--- src/rtl/etc_pkg.sv ---
package etc_pkg;

    localparam int STAGES_DEF  = 32;
    localparam int SEL_W_DEF   = 3;
    localparam int CFG_W_DEF   = STAGES_DEF * SEL_W_DEF;
    localparam int CNT_W_DEF   = 9;
    localparam int BATCH_W_DEF = 13;
    localparam int TRIAL_W_DEF = 10;

    localparam logic [CFG_W_DEF-1:0] LFSR_TAPS_DEF =
        (96'b1 << 95) | (96'b1 << 93) | (96'b1 << 48) | (96'b1 << 46);
    localparam logic [CFG_W_DEF-1:0] LFSR_SEED_DEF = 96'h5A5A_0000_0000_0000_0000_ACE1;

    typedef enum logic [1:0] {
        ST_LOAD    = 2'd0,
        ST_COLLECT = 2'd1,
        ST_LOCKOUT = 2'd2
    } tune_state_e;

    typedef struct packed {
        logic mean_low;
        logic mean_high;
        logic max_bad;
    } verdict_t;

    function automatic logic verdict_pass(verdict_t v);
        return !(v.mean_low || v.mean_high || v.max_bad);
    endfunction

    function automatic logic verdict_alarm(verdict_t v);
        return v.mean_high || (!v.mean_low && v.max_bad);
    endfunction

endpackage

--- src/rtl/etc_lfsr.sv ---
module etc_lfsr #(
    parameter int          W    = 96,
    parameter logic [W-1:0] TAPS = '1,
    parameter logic [W-1:0] SEED = '1
) (
    input  logic         clk,
    input  logic         rst,
    input  logic         step,
    output logic [W-1:0] state_o
);

    logic [W-1:0] state_q;
    logic         fb;

    assign fb      = ^(state_q & TAPS);
    assign state_o = state_q;

    always_ff @(posedge clk) begin
        if (rst) begin
            state_q <= SEED;
        end else if (step) begin
            state_q <= {state_q[W-2:0], fb};
        end
    end

    AST_LFSR_NONZERO: assert property (@(posedge clk) disable iff (rst)
        state_q != '0);

    AST_LFSR_HOLD: assert property (@(posedge clk) disable iff (rst)
        !step |=> $stable(state_q));

endmodule

--- src/rtl/etc_batch_stats.sv ---
module etc_batch_stats #(
    parameter int CNT_W   = 9,
    parameter int BATCH_W = 13,
    parameter int SUM_W   = CNT_W + BATCH_W
) (
    input  logic               clk,
    input  logic               rst,
    input  logic               clear,
    input  logic               sample_en,
    input  logic [CNT_W-1:0]   sample,
    input  logic [BATCH_W-1:0] batch_len,
    output logic [SUM_W-1:0]   sum_o,
    output logic [CNT_W-1:0]   max_o,
    output logic               full_o
);

    logic [BATCH_W-1:0] n_q;
    logic [BATCH_W-1:0] n_next;

    assign n_next = n_q + 1'b1;

    always_ff @(posedge clk) begin
        if (rst || clear) begin
            sum_o  <= '0;
            max_o  <= '0;
            n_q    <= '0;
            full_o <= 1'b0;
        end else if (sample_en) begin
            sum_o <= sum_o + SUM_W'(sample);
            if (sample > max_o) begin
                max_o <= sample;
            end
            n_q <= n_next;
            if (n_next == batch_len) begin
                full_o <= 1'b1;
            end
        end
    end

    AST_NO_OVERFLOW: assert property (@(posedge clk) disable iff (rst)
        (sample_en && !clear) |=> sum_o >= $past(sum_o));

    AST_MAX_TRACK: assert property (@(posedge clk) disable iff (rst)
        (sample_en && !clear) |=> max_o >= $past(sample));

endmodule

--- src/rtl/etc_window_check.sv ---
module etc_window_check
    import etc_pkg::*;
#(
    parameter int CNT_W   = 9,
    parameter int BATCH_W = 13,
    parameter int SUM_W   = CNT_W + BATCH_W
) (
    input  logic [SUM_W-1:0]   sum,
    input  logic [CNT_W-1:0]   max_val,
    input  logic [BATCH_W-1:0] batch_len,
    input  logic [CNT_W-1:0]   mean_lo,
    input  logic [CNT_W-1:0]   mean_hi,
    input  logic [CNT_W-1:0]   max_lo,
    input  logic [CNT_W-1:0]   max_hi,
    output verdict_t           verdict_o
);

    logic [SUM_W-1:0] lo_scaled;
    logic [SUM_W-1:0] hi_scaled;

    always_comb begin
        lo_scaled           = SUM_W'(mean_lo) * SUM_W'(batch_len);
        hi_scaled           = SUM_W'(mean_hi) * SUM_W'(batch_len);
        verdict_o.mean_low  = sum < lo_scaled;
        verdict_o.mean_high = sum > hi_scaled;
        verdict_o.max_bad   = (max_val < max_lo) || (max_val > max_hi);
    end

endmodule

--- src/rtl/entropy_tune_ctrl.sv ---
module entropy_tune_ctrl
    import etc_pkg::*;
#(
    parameter int STAGES  = STAGES_DEF,
    parameter int SEL_W   = SEL_W_DEF,
    parameter int CNT_W   = CNT_W_DEF,
    parameter int BATCH_W = BATCH_W_DEF,
    parameter int TRIAL_W = TRIAL_W_DEF,
    parameter logic [STAGES*SEL_W-1:0] TAPS = LFSR_TAPS_DEF,
    parameter logic [STAGES*SEL_W-1:0] SEED = LFSR_SEED_DEF
) (
    input  logic                      clk,
    input  logic                      rst,
    input  logic                      cnt_valid_i,
    input  logic [CNT_W-1:0]          cnt_i,
    input  logic [BATCH_W-1:0]        batch_len_i,
    input  logic [CNT_W-1:0]          mean_lo_i,
    input  logic [CNT_W-1:0]          mean_hi_i,
    input  logic [CNT_W-1:0]          max_lo_i,
    input  logic [CNT_W-1:0]          max_hi_i,
    input  logic [TRIAL_W-1:0]        trial_limit_i,
    output logic [STAGES*SEL_W-1:0]   cfg_o,
    output logic                      ready_o,
    output logic                      bits_valid_o,
    output logic                      alert_o,
    output logic [TRIAL_W-1:0]        trial_cnt_o
);

    localparam int CFG_W = STAGES * SEL_W;
    localparam int SUM_W = CNT_W + BATCH_W;

    tune_state_e      state_q;
    logic [CFG_W-1:0] lfsr_word;
    logic             lfsr_step;
    logic             stats_clear;
    logic             sample_en;
    logic             batch_full;
    logic [SUM_W-1:0] batch_sum;
    logic [CNT_W-1:0] batch_max;
    verdict_t         verdict;
    logic             budget_left;

    assign budget_left  = trial_cnt_o < trial_limit_i;
    assign lfsr_step    = (state_q == ST_LOAD) && budget_left;
    assign sample_en    = (state_q == ST_COLLECT) && cnt_valid_i && !batch_full;
    assign stats_clear  = (state_q == ST_LOAD) || ((state_q == ST_COLLECT) && batch_full);
    assign bits_valid_o = ready_o && cnt_valid_i;

    etc_lfsr #(
        .W    (CFG_W),
        .TAPS (TAPS),
        .SEED (SEED)
    ) lfsr_i (
        .clk     (clk),
        .rst     (rst),
        .step    (lfsr_step),
        .state_o (lfsr_word)
    );

    etc_batch_stats #(
        .CNT_W   (CNT_W),
        .BATCH_W (BATCH_W),
        .SUM_W   (SUM_W)
    ) stats_i (
        .clk       (clk),
        .rst       (rst),
        .clear     (stats_clear),
        .sample_en (sample_en),
        .sample    (cnt_i),
        .batch_len (batch_len_i),
        .sum_o     (batch_sum),
        .max_o     (batch_max),
        .full_o    (batch_full)
    );

    etc_window_check #(
        .CNT_W   (CNT_W),
        .BATCH_W (BATCH_W),
        .SUM_W   (SUM_W)
    ) window_i (
        .sum       (batch_sum),
        .max_val   (batch_max),
        .batch_len (batch_len_i),
        .mean_lo   (mean_lo_i),
        .mean_hi   (mean_hi_i),
        .max_lo    (max_lo_i),
        .max_hi    (max_hi_i),
        .verdict_o (verdict)
    );

    always_ff @(posedge clk) begin
        if (rst) begin
            state_q     <= ST_LOAD;
            cfg_o       <= '0;
            trial_cnt_o <= '0;
            ready_o     <= 1'b0;
            alert_o     <= 1'b0;
        end else begin
            case (state_q)
                ST_LOAD: begin
                    if (!budget_left) begin
                        state_q <= ST_LOCKOUT;
                        alert_o <= 1'b1;
                    end else begin
                        cfg_o       <= lfsr_word;
                        trial_cnt_o <= trial_cnt_o + 1'b1;
                        state_q     <= ST_COLLECT;
                    end
                end
                ST_COLLECT: begin
                    if (batch_full) begin
                        if (verdict_pass(verdict)) begin
                            ready_o <= 1'b1;
                            alert_o <= 1'b0;
                        end else begin
                            state_q <= ST_LOAD;
                            ready_o <= 1'b0;
                            if (ready_o) begin
                                alert_o     <= 1'b1;
                                trial_cnt_o <= '0;
                            end else if (verdict_alarm(verdict)) begin
                                alert_o <= 1'b1;
                            end
                        end
                    end
                end
                default: begin
                    state_q <= ST_LOCKOUT;
                end
            endcase
        end
    end

    AST_READY_CLEAR: assert property (@(posedge clk) disable iff (rst)
        ready_o |-> !alert_o);

    AST_CFG_HELD: assert property (@(posedge clk) disable iff (rst)
        (state_q != ST_LOAD) |=> $stable(cfg_o));

    AST_TRIAL_STEP: assert property (@(posedge clk) disable iff (rst)
        lfsr_step |=> trial_cnt_o == TRIAL_W'($past(trial_cnt_o) + 1'b1));

    AST_LOCKOUT_FROZEN: assert property (@(posedge clk) disable iff (rst)
        (state_q == ST_LOCKOUT) |=> (state_q == ST_LOCKOUT) && alert_o
                                    && $stable(cfg_o) && $stable(trial_cnt_o));

endmodule

--- config.mk ---
export PLATFORM = sky130hd
export DESIGN_NAME = entropy_tune_ctrl
export DESIGN_NICKNAME = d
export VERILOG_FILES = /design/src/rtl/etc_pkg.sv /design/src/rtl/etc_lfsr.sv /design/src/rtl/etc_batch_stats.sv /design/src/rtl/etc_window_check.sv /design/src/rtl/entropy_tune_ctrl.sv
export SDC_FILE = /design/constraint.sdc
export NUM_CORES = 1
export LEC_CHECK = 0
export CAP_MARGIN = 0
export CORE_ASPECT_RATIO = 1.1
export CORE_MARGIN = 2
export CORE_UTILIZATION = 40
export CTS_CLUSTER_SIZE = 14
export DETAILED_ROUTE_END_ITERATION = 10
export HOLD_SLACK_MARGIN = 0.02
export PLACE_DENSITY = 0.64
export SETUP_SLACK_MARGIN = 0.3
export SLEW_MARGIN = 20
export SYNTH_ARGS = -nofsm -noshare
export SYNTH_HDL_FRONTEND = slang
export SYNTH_SLANG_ARGS = --single-unit
--- constraint.sdc ---
create_clock -name clk -period 13.5 [get_ports clk]
set_input_delay 2.7 -clock clk [delete_from_list [all_inputs] [get_ports clk]]
set_output_delay 2.7 -clock clk [all_outputs]
set_load 0.05 [all_outputs]
[After elaboration in Yosys (flattened, before gate mapping)]
Index checks and enable logic that the tools add are counted.
Word-level totals
  register bits after elaboration: 251
  logic and storage cells: 69
Cells by class
  add/sub/neg operators: 3
  multiply operators: 2
  magnitude comparators: 6
  equality and inequality tests: 8
  mux-type cells: 16
  reductions and logical operators: 24
Operators with widths (number)
  parity 96 bit: 1
  multiplier 9 x 13 -> 22 bit: 2
  two-way mux 10 bit: 4
  adder 22 x 9 -> 22 bit: 1
  > comparator 22 bit: 1
  less-than comparator 22 bit: 1
  case mux 10 bit (2 select lines): 1
  > comparator 9 bit: 2
  adder 13 x 1 -> 13 bit (second input constant): 1
  == test 13 bit: 1
  adder 10 x 1 -> 10 bit (second input constant): 1
  less-than comparator 10 bit: 1
  AND reduction 2 bit: 5
  less-than comparator 9 bit: 1
  logical AND 1 bit: 6
  logical OR 1 bit: 6
  two-way mux 1 bit: 6
  two-way mux 2 bit: 3
  != test 2 bit (second input constant): 3
  AND reduction 5 bit: 1
  != test 2 x 1 -> 1 bit (second input constant): 2
  != test 4 x 3 -> 1 bit (second input constant): 1
  case mux 2 bit (2 select lines): 1
  AND reduction 4 bit: 1
  5 further kinds: 6

[Logic depth before layout (Yosys ltp)]
  word-level depth: 10
  gate-level depth with buffers: 30

[By module]
Synthesis repeated with hierarchy kept, for this count alone.
Second synthesis, totals
  cell total of the unflattened synthesis: 2184
  area, all modules: 19580.0 sq um
By module, submodules not included
  etc_window_check: times used 1, cells an instance 1064, area each 8769.7 sq um, seq. area each 0.0 sq um
  entropy_tune_ctrl: times used 1, cells an instance 428, area each 4337.9 sq um, seq. area each 2202.1 sq um
  etc_lfsr: times used 1, cells an instance 313, area each 3414.5 sq um, seq. area each 1921.8 sq um
  etc_batch_stats: times used 1, cells an instance 379, area each 3057.9 sq um, seq. area each 900.9 sq um

[Worst setup path after synthesis]
No wires, ideal clock.
  kind: input -> register
  from: input port batch_len_i[0]
  to: register trial_cnt_o[3]
  arrival: 9.074 ns
  required time: 13.366 ns
  slack: 4.292 ns
  cell stages on the path: 28
  cell sequence: clkbuf_1 -> clkbuf_1 -> nand2_1 -> fa_1 -> fa_1 -> inv_1 -> fa_1 -> inv_1 -> fa_1 -> inv_1 -> ha_1 -> and3_2 -> a2111oi_4 -> a211o_2 -> a221oi_2 -> or4_1 -> a31o_1 -> a21oi_2 -> xnor2_1 -> ha_1 -> nand4_1 -> nor3_1 -> a221oi_1 -> o21ai_0 -> a41oi_1 -> nor3b_4 -> a221oi_1 -> a211oi_1
On the way
  word-level cells in the longest chain between the ends: 6
Ends and longest elaborated chain
  start, declared: line entropy_tune_ctrl.sv:16  | input logic [BATCH_W-1:0] batch_len_i,
  multiplier 9 x 13 -> 22 bit (on tied branches): line etc_window_check.sv:22, etc_window_check.sv:23
  less-than comparator 22 bit / > comparator 22 bit (equally long branches): line etc_window_check.sv:24, etc_window_check.sv:25
  logical OR 1 bit * (2 in series): line etc_pkg.sv:27  | return !(v.mean_low || v.mean_high || v.max_bad);
  != test 2 x 1 -> 1 bit (no source line) *
  AND reduction 5 bit (no source line) *
  end signal, assigned: line entropy_tune_ctrl.sv:106  | trial_cnt_o <= trial_cnt_o + 1'b1;
  end, declared: line entropy_tune_ctrl.sv:26  | output logic [TRIAL_W-1:0] trial_cnt_o
Mark *: on every way between the ends. The rest lies on a longest branch, timed or not.
A chain may end at the register's enable or synchronous reset.

[Worst setup path after layout]
  from: input port batch_len_i[5]
  to: register trial_cnt_o[8]
The elaborated chain is that of the path after synthesis.

==> metrics.cfg <==
[run_status]
status=finished, final reports clean

[global_routing]
track_usage_pct=18.8
grt_antenna_before_repair=0
grt_max_degree=102
grt_pass1_wl_um=65200
grt_pass1_vias=13100
globalRoute.totalOverflow=0

[critical_path]
endpoint_kind=register
timing.rr.start=state_q[0]
crit_top_cell=fa_1
arrival_ns=10.69
worst_setup_path_start_kind=input pin
ff2ff_path_depth=7
critPathRequiredTime_ns=13.84
crit_path_max_fanout=19
worstSetupPathType=input pin to register
r2r_end=stats_i.sum_o[21]
slowest_stage=clkdlybuf4s50_1
ff2ff_setup_slack_ns=10.14
worst_path_largest_cell_delay_ns=0.98

[die]
num_rows=78
initial_core_util_pct=40.5
die_area_sq_um=43200
boundaryPins=180
coreArea_sq_um=41100
die_y_um=218
fp.dieW_um=198

[synthesis]
synth_area_sq_um=16600
synth_nets=2451
synthCells=2050
synthArstFlopShare_pct=0
syn_area_per_cell_sq_um=8.11
ys_ff_latch=171
synth-edff-count=0
ys.flop_type=dfxtp_1
synth_cell_type_count=64
ys.warnings.count=0
ys_seq_area_share_pct=20.6

[pwr]
p_leak_nw=8.52
pwr_density_cell_nw_per_um2=138
peakVddDrop_mv=0.0924
totalPowerFinal_mw=2.61

[final_layout]
antenna_cells=0
final_common_cell=nand2_1
final_util_pct=45.8
syn_to_final_growth_pct=13.3
finalNetCount=2484
fin_area_sq_um=18800
n_fill_cell=4105
layout_common_cells=nand2_1, inv_1, a21oi_1
drive_gt1_share_pct=2.86

[clock_network]
cts-hold-fix-buffers=0
clock-sinks=171
cts_tree=built
ctsHtreeMaxLevel=4
root_buffer=clkbuf_16
cts_resized=0
clk_path_buf_depth=2
cts_setup_buffers=0
cts_made_buffers=17
clk_pin_slew_worst_paths_ns=0.07
insertion_delay_ns=0.44

[timing]
min_period_over_period_pct=76.7
finClkSkew_ns=0.0124
tightest_slew_ns=1.06
fin_crit_ns=10.35
final_max_slew_viol_count=0
tns_ns=0
timing.fmax_mhz=96.6
hold_viol=0
rsz0062_at_grt=no
fin_ws_ns=3.15
finalSetupViolCount=0
max_slew_margin_pct=29.3

[placed_design]
hpwl_um=30800
pre_cts_slack_ns=2.72
port_buffers=179
placed_area_sq_um=18200
gp_congestion=0.847

[route]
antenna_left=0
num_vias=13400
routed_wl_um=39900
route.detailed.drc=0
drt-vias-per-instance=5.03
dr.pass1.iters=5
drt_iter0_drc=667
wl_per_cell_um=15.0

[worst_hold_path]
hold_path_depth=2
min_from=lfsr_i.state_o[86]
hold_end=cfg_o[86]
worstHoldPathType=register to register

[run]
cap_violations=0

stage by stage:
stage | hold slack [ns] | std cells
2_1_floorplan | 0.432 | 2050
3_3_place_gp | 0.436 | 2623
3_5_place_dp | 0.444 | 2623
4_1_cts | 0.454 | 2655
5_1_grt | 0.467 | 2656
6_report | 0.452 | 2656
worst max-delay path by stage:
stage | from | end | slack [ns] | cells after the start
after floorplan | batch_len_i[0] | trial_cnt_o[3] | 4.29 | 28
after global placement | batch_len_i[5] | trial_cnt_o[8] | 2.90 | 27
after detailed placement | batch_len_i[5] | trial_cnt_o[8] | 2.72 | 26
after global routing | batch_len_i[5] | trial_cnt_o[8] | 2.61 | 27
final | batch_len_i[5] | trial_cnt_o[8] | 3.15 | 26
after CTS | batch_len_i[5] | trial_cnt_o[8] | 3.17 | 26
where the power goes:
part	switching (mW)	leakage (nW)	internal [mW]
clock network	0.227	0.283	0.262
logic	0.954	6.84	0.628
registers	0.0141	1.39	0.523
total	1.19	8.52	1.41
worst max-delay path: cells and delay by family:
kind	cells	cell delay, ns
AOI/OAI and AO/OA	7	1.62
and+or+nand+nor	9	2.35
xor gates and xnor gates	1	0.14
adders and majority gates	6	2.78
buffers and inverters	3	1.08
cell type report:
type | count | area (sq um) | share of cell area (%)
multi-input cells | 1424 | 11200 | 59.5
flip-flops and latches | 171 | 3420 | 18.2
repair buffers | 188 | 1880 | 9.97
inverters | 281 | 1050 | 5.60
well taps | 560 | 701 | 3.72
clock buffers | 18 | 429 | 2.28
clock inverters | 14 | 146 | 0.777
sequential cells by signal, indices dropped and copies added, names as in the netlist:
name,flops
state_q,2
stats_i.sum_o,22
alert_o,1
stats_i.n_q,13
stats_i.full_o,1
cfg_o,96
lfsr_i.state_o,16
ready_o,1
trial_cnt_o,10
stats_i.max_o,9
synth_stat cells (all sizes together), types with 3 or more instances:
master	number	area [sq um]
nand3	25	125
a211o	3	27.5
fa	157	3140
xnor2	50	438
nor3	23	115
nor2b	11	68.8
or3	12	75.1
nand3b	3	22.5
a221oi	3	32.5
nor2	64	240
o211ai	6	45.0
nand4	17	106
o21ai	38	190
a2111oi	3	45.1
a311oi	3	26.3
a21boi	4	30.0
ha	173	2160
a211oi	14	105
o21a	7	52.6
mux2i	9	90.1
a21o	22	166
nand2b	4	25.0
xor2	34	298
o21bai	6	45.0
a21oi	181	910
nand2	373	1400
and3	9	62.6
nor3b	4	41.3
nor4	6	37.5
a31oi	5	31.3
clkbuf	85	319
o41ai	3	26.3
buf	89	639
or2	5	31.3
inv	281	1050
or4	3	22.5
dfxtp	171	3420
and2	126	790
routing by layer:
metal / vias to the layer above / routed length, um / GRT usage (%)
met3: 59 / 1970 / 2.66
met5: - / 0 / 0
met2: 329 / 19600 / 32.7
met1: 6450 / 17100 / 23.7
met4: 0 / 1150 / 6.89
li1: 6530 / - / -
cells by family (layout without fill, tap and decap cells):
group / count (synthesis) / in the layout / synth area share [%]
AND/OR/NAND/NOR: 692 / 692 / 19.4
multiplexers: 9 / 9 / 0.542
buffers and inverters: 455 / 501 / 12.1
flip-flops: 171 / 171 / 20.6
XOR/XNOR: 84 / 84 / 4.43
adder cells (fa/ha/maj): 330 / 330 / 31.9
AO/OA/AOI/OAI: 309 / 309 / 11.0
No activity file was read; power rests on OpenSTA's default activity.
